## config.mk

```make
export PLATFORM = sky130hd
export DESIGN_NAME = idma_port
export DESIGN_NICKNAME = d
export VERILOG_FILES = /design/src/rtl/idma_pkg.sv /design/src/rtl/idma_addr_ctr.sv /design/src/rtl/idma_mem_port.sv /design/src/rtl/idma_port.sv
export SDC_FILE = /design/constraint.sdc
export NUM_CORES = 1
export LEC_CHECK = 0
export ABC_CLOCK_PERIOD_IN_PS = 1700
export BUFFER_PORTS_ARGS = -buffer_cell sky130_fd_sc_hd__clkbuf_2
export CORE_MARGIN = 2
export CORE_UTILIZATION = 47
export CTS_CLUSTER_DIAMETER = 40
export DETAILED_ROUTE_END_ITERATION = 10
export PLACE_DENSITY = 0.84
export SETUP_SLACK_MARGIN = 0.1
export SLEW_MARGIN = 10
export SYNTH_ARGS = -nofsm -noshare
export SYNTH_HDL_FRONTEND = slang
export SYNTH_SLANG_ARGS = --single-unit
export TNS_END_PERCENT = 5
```

## constraint.sdc

```tcl
create_clock -name clk -period 1.7 [get_ports clk]
set_clock_uncertainty 0.05 [all_clocks]
set_input_delay 0.255 -clock clk [delete_from_list [all_inputs] [get_ports clk]]
set_output_delay 0.255 -clock clk [all_outputs]
set_load 0.03 [all_outputs]
```

## src/rtl/idma_pkg.sv

```systemverilog
package idma_pkg;
  typedef enum logic {PH_MS = 1'b0, PH_LS = 1'b1} phase_e;
endpackage

```

## src/rtl/idma_addr_ctr.sv

```systemverilog
module idma_addr_ctr
  import idma_pkg::*;
#(
  parameter int ADDR_W = 14
) (
  input  logic              clk,
  input  logic              rst,
  input  logic              load,
  input  logic [ADDR_W-1:0] load_addr,
  input  logic              load_dsel,
  input  logic              adv,
  input  logic              to_ls,
  output logic [ADDR_W-1:0] addr,
  output logic              dsel,
  output logic              phase_ls
);
  phase_e ph;

  always_ff @(posedge clk) begin
    if (rst) begin
      addr <= '0;
      dsel <= 1'b0;
      ph   <= PH_MS;
    end else if (load) begin
      addr <= load_addr;
      dsel <= load_dsel;
      ph   <= PH_MS;
    end else if (adv) begin
      addr <= addr + 1'b1;
      ph   <= PH_MS;
    end else if (to_ls) begin
      ph   <= PH_LS;
    end
  end

  assign phase_ls = (ph == PH_LS);

  // counter wraps at the top of the address space
  p_wrap_r8: assert property (@(posedge clk) disable iff (rst)
    (adv && !load && addr == {ADDR_W{1'b1}}) |=> (addr == '0));

  // each completed transfer moves the address by exactly one
  p_step_r2: assert property (@(posedge clk) disable iff (rst)
    (adv && !load) |=> (addr == ADDR_W'($past(addr) + 1'b1)));

  // a pointer write restarts the half-word sequence at the new address
  p_load_r6: assert property (@(posedge clk) disable iff (rst)
    load |=> (!phase_ls && addr == $past(load_addr)));
endmodule

```

## src/rtl/idma_mem_port.sv

```systemverilog
module idma_mem_port #(
  parameter int WORD_W = 24
) (
  input  logic              clk,
  input  logic              rst,
  input  logic              start,
  input  logic              start_we,
  input  logic [WORD_W-1:0] start_wdata,
  input  logic              mem_gnt,
  output logic              mem_req,
  output logic              mem_we,
  output logic [WORD_W-1:0] mem_wdata,
  output logic              done
);
  always_ff @(posedge clk) begin
    if (rst) begin
      mem_req   <= 1'b0;
      mem_we    <= 1'b0;
      mem_wdata <= '0;
    end else if (start) begin
      mem_req   <= 1'b1;
      mem_we    <= start_we;
      mem_wdata <= start_wdata;
    end else if (mem_req && mem_gnt) begin
      mem_req   <= 1'b0;
    end
  end

  assign done = mem_req && mem_gnt;

  // an ungranted request holds with its fields stable
  p_req_hold_r7: assert property (@(posedge clk) disable iff (rst)
    (mem_req && !mem_gnt) |=> (mem_req && $stable(mem_we) && $stable(mem_wdata)));

  // request only drops after a grant
  p_req_drop_r7: assert property (@(posedge clk) disable iff (rst)
    $fell(mem_req) |-> $past(mem_gnt));

  // no new transfer is launched over an outstanding one
  p_no_restart_r7: assert property (@(posedge clk) disable iff (rst)
    mem_req |-> !start);
endmodule

```

## src/rtl/idma_port.sv

```systemverilog
module idma_port
  import idma_pkg::*;
#(
  parameter int ADDR_W = 14,
  parameter int HOST_W = 16,
  parameter int WORD_W = 24
) (
  input  logic              clk,
  input  logic              rst,
  input  logic              host_valid,
  output logic              host_ready,
  input  logic              host_sel,
  input  logic              host_we,
  input  logic [HOST_W-1:0] host_wdata,
  output logic              rsp_valid,
  output logic [HOST_W-1:0] rsp_data,
  output logic              mem_req,
  input  logic              mem_gnt,
  output logic [ADDR_W-1:0] mem_addr,
  output logic              mem_dsel,
  output logic              mem_we,
  output logic [WORD_W-1:0] mem_wdata,
  input  logic [WORD_W-1:0] mem_rdata
);
  localparam int LS_W  = WORD_W - HOST_W;
  localparam int PAD_C = HOST_W - ADDR_W - 1;

  logic              acc, ctrl_wr, ctrl_rd, dat_wr, dat_rd;
  logic [ADDR_W-1:0] addr;
  logic              dsel, phase_ls;
  logic              ms_wr, ls_rd, start, done, adv, to_ls, ms_rd_done;
  logic [HOST_W-1:0] ms_buf;
  logic [LS_W-1:0]   ls_hold;
  logic [WORD_W-1:0] start_wdata;

  assign host_ready = !mem_req;
  assign acc        = host_valid && host_ready;
  assign ctrl_wr    = acc && !host_sel && host_we;
  assign ctrl_rd    = acc && !host_sel && !host_we;
  assign dat_wr     = acc && host_sel && host_we;
  assign dat_rd     = acc && host_sel && !host_we;

  // program-space half handling
  assign ms_wr = dat_wr && !dsel && !phase_ls;
  assign ls_rd = dat_rd && !dsel && phase_ls;
  assign start = (dat_wr && (dsel || phase_ls)) || (dat_rd && (dsel || !phase_ls));

  assign start_wdata = dsel ? {{LS_W{1'b0}}, host_wdata}
                            : {ms_buf, host_wdata[LS_W-1:0]};

  assign ms_rd_done = done && !mem_we && !dsel;
  assign adv   = (done && (mem_we || dsel)) || ls_rd;
  assign to_ls = ms_wr || ms_rd_done;

  idma_addr_ctr #(.ADDR_W(ADDR_W)) u_ctr (
    .clk       (clk),
    .rst       (rst),
    .load      (ctrl_wr),
    .load_addr (host_wdata[ADDR_W-1:0]),
    .load_dsel (host_wdata[ADDR_W]),
    .adv       (adv),
    .to_ls     (to_ls),
    .addr      (addr),
    .dsel      (dsel),
    .phase_ls  (phase_ls)
  );

  idma_mem_port #(.WORD_W(WORD_W)) u_mem (
    .clk         (clk),
    .rst         (rst),
    .start       (start),
    .start_we    (host_we),
    .start_wdata (start_wdata),
    .mem_gnt     (mem_gnt),
    .mem_req     (mem_req),
    .mem_we      (mem_we),
    .mem_wdata   (mem_wdata),
    .done        (done)
  );

  assign mem_addr = addr;
  assign mem_dsel = dsel;

  always_ff @(posedge clk) begin
    if (rst) begin
      ms_buf  <= '0;
      ls_hold <= '0;
    end else begin
      if (ms_wr)      ms_buf  <= host_wdata;
      if (ms_rd_done) ls_hold <= mem_rdata[LS_W-1:0];
    end
  end

  always_ff @(posedge clk) begin
    if (rst) begin
      rsp_valid <= 1'b0;
      rsp_data  <= '0;
    end else begin
      rsp_valid <= 1'b0;
      if (ctrl_rd) begin
        rsp_valid <= 1'b1;
        rsp_data  <= {{PAD_C{1'b0}}, dsel, addr};
      end else if (ls_rd) begin
        rsp_valid <= 1'b1;
        rsp_data  <= {{(HOST_W-LS_W){1'b0}}, ls_hold};
      end else if (done && !mem_we) begin
        rsp_valid <= 1'b1;
        rsp_data  <= dsel ? mem_rdata[HOST_W-1:0] : mem_rdata[WORD_W-1:LS_W];
      end
    end
  end

  // lower-half program read is served without a memory cycle
  p_ls_rd_local_r5: assert property (@(posedge clk) disable iff (rst)
    ls_rd |=> (!mem_req && rsp_valid));

  // upper-half program write is only held
  p_ms_wr_hold_r4: assert property (@(posedge clk) disable iff (rst)
    ms_wr |=> !mem_req);

  // a granted memory read answers in the next cycle
  p_rd_rsp_r3: assert property (@(posedge clk) disable iff (rst)
    (mem_req && mem_gnt && !mem_we) |=> rsp_valid);

  // accesses needing no memory cycle keep the port ready
  p_ready_r10: assert property (@(posedge clk) disable iff (rst)
    (acc && !start) |=> host_ready);
endmodule

```

==> reports/metrics.csv <==
metric,value,unit
status,completed,
reg2reg_from,u_ctr.addr[0]$_SDFFE_PP0P_,
wirelength,11900,um
via_count,3984,
finalPower,4.18,mW
port_buffers,104,
root_buffer,clkbuf_8,
cts_tree,done,
die_h,94.8,um
tightest_slew,0.451,ns
cts_inserted_buffers,9,
worst_skew_pair.late_latency,0.35,ns
synthSimpleGateAreaFrac,0.219,
synth_flop_cell,dfxtp_1,
grt_pass1_vias,3804,
setup_ws,0.0152,ns
layout_commonest_cell,clkbuf_2,
dieArea,0.00898,mm2
synth-xor-area-share,0.00226,
start_util,0.478,
crit_arrival,1.90,ns
area_delta_synth_final,31.7,%
clk_path_buf_depth,2,
synth_top_family_by_area,simple AND/OR/NAND/NOR gates,
grt_pass1_wl,18700,um
core,0.00809,mm2
n_antenna_cell,0,
ys_seq_area_frac,0.429,
r2r_cells,5,
netlist.area_leader.share,0.429,
synthCells,446,
ys_warn_count,0,
path_clk_slew,0.08,ns
syn_nets,493,
critPathLaunchType,flip-flop,
timing.reg2reg.setup_slack,0.02,ns
via_per_inst,5.88,
slowest_delay,0.52,ns
hp-class,in2reg,
finalMaxSlewViolations,0,
ioPinCount,105,
ant_nets,0,
antenna_found_initial,0,
grt_use_total,0.267,
period_minus_slack,1.68,ns
firstDrtPassIters,5,
dp_hpwl,8410,um
gp_congestion,0.913,
powerDensity,819,mW/mm2
mostFrequentLayoutCells,"104 x clkbuf_2, 74 x nand2_1, 70 x dfxtp_1",
criticalPathCategory,reg2reg,
grt_overflow,0,
fin_crit_sh,0.991,
drive_above_1_share,0.360,
finalSetupViolCount,0,
endpoint,u_ctr.addr[12]$_SDFFE_PP0P_,
synthAdderAreaFrac,0.00323,
holdPathStages,3,
muxShareOfSynthArea,0.0882,
maxCapViolations,0,
synth.cell_area,0.00387,mm2
postCtsHoldBufs,0,
cts_sinks,83,
ys_ff_latch,83,
ys_async_sr_fraction,0,
max-vdd-ir-drop,0.000464,V
relSlewSlack,0.697,
nNetsFinal,615,
timing.setup.tns,0,ns
dieWidth,94.8,um
syn_avg_cell_area,8.68,um2
grt_max_degree,55,
drtIter0Drc,319,
whs,0.0877,ns
cellLeakagePower,1.98,nW
synth_area_leaders,"dfxtp_1 43%, mux2i_1 8.5%, nand2_1 7.3%, a21oi_1 3.9%, nor3_1 3.1%",
synth.distinct_cells,59,
fmax,594,MHz
htreeDepth,3,
cpMaxStageDelayCell,or4_1,
cp-startpoint,u_ctr.addr[0]$_SDFFE_PP0P_,
end_kind,flip-flop,
synth_top_cell_by_area,dfxtp_1,
cp.required,1.91,ns
path_max_fanout,4,
wire_per_inst,17.6,um
rsz0062_at_grt,true,
rows,33,
rr_endpoint,u_ctr.addr[12]$_SDFFE_PP0P_,
dp_slack,-0.0575,ns
synth_edf_count,0,
hold_viol,0,
synth_compound_area_frac,0.206,
drcViolationCount,0,
cp_cell_sequence,ha_4 -> and3_4 -> nand3_1 -> or4_1 -> a311oi_1,
hold_start,mem_rdata[6],
## cell type report
class / count / area (um2)
clock inverter: 4 / 25.0
clock buffer: 11 / 151
timing repair buffer: 146 / 926
tap: 105 / 131
inverter: 6 / 22.5
multi-input combinational: 322 / 2150
fill: 722 / 2990
sequential: 83 / 1690
## sequential cells by signal, indices dropped and copies added (netlist names)
name	cells
ls_hold	8
ms_buf	16
rsp_data	16
rsp_valid	1
u_ctr.addr	14
u_ctr.dsel	1
u_ctr.phase_ls	1
u_mem.mem_req	1
u_mem.mem_wdata	24
u_mem.mem_we	1
## synth_stat cells, drive strengths merged, types with 4 or more instances
library cell and count:
a22o 8, a22oi 9, or3 4, clkbuf 21, or4 4, o211ai 10
a211oi 8, nand2 75, nor3 25, o21ai 15, nand2b 5, dfxtp 83
buf 15, a21oi 32, inv 6, mux2i 33, nor2 26, nand3 7
a311oi 13
## stage by stage
| step | util | std cells | instance area (um2) |
|---|---|---|---|
| floorplan | - | 446 | 3950 |
| global placement | 0.588 | 658 | 4760 |
| detailed placement | 0.588 | 658 | 4760 |
| CTS | 0.621 | 677 | 5020 |
| global route | 0.630 | 677 | 5100 |
| finish | 0.630 | 677 | 5100 |
## metal layers
metal / up-vias / track usage / part of all wire
met5: - / 0 / 0
met4: 0 / 0.103 / 0.020
li1: 1871 / - / -
met3: 27 / 0.0439 / 0.061
met2: 190 / 0.435 / 0.50
met1: 1896 / 0.354 / 0.42
## kinds of logic (layout without fill, tap and decap cells)
logic type,after synthesis,count (layout)
simple gates,172,172
compound gates,113,114
flops,83,83
buf+inv,42,167
mux,34,34
fa+ha+maj,1,1
xor+xnor,1,1
## worst max-delay path: cells and delay by family (launching register included)
kind                       cells  cell delay (ns)
and+or+nand+nor                3             0.83
DFF                            1             0.36
AOI/OAI and AO/OA              1             0.21
adders and majority gates      1             0.14
## how the worst min path moves through the flow
stage	to	slack [ns]
finish	ls_hold[6]$_SDFFE_PP0P_	0.09
detailed placement	ms_buf[6]$_SDFFE_PP0P_	0.40
global placement	ls_hold[0]$_SDFFE_PP0P_	0.39
global route	ms_buf[15]$_SDFFE_PP0P_	0.09
CTS	ls_hold[6]$_SDFFE_PP0P_	0.08
floorplan	u_ctr.dsel$_SDFFE_PP0P_	0.33
## what timing repair did
item,in CTS,in global routing
buffers inserted,2,0
cloned,2,0
gates resized for setup,13,17
pin swaps,13,20
endpoints found under the setup margin,61,59
## power by group
group / internal (mW) / switching, mW
registers: 2.03 / 0.0627
logic: 0.299 / 0.481
clock network: 0.602 / 0.704
Note: power is estimated with default switching activity, not from simulation.
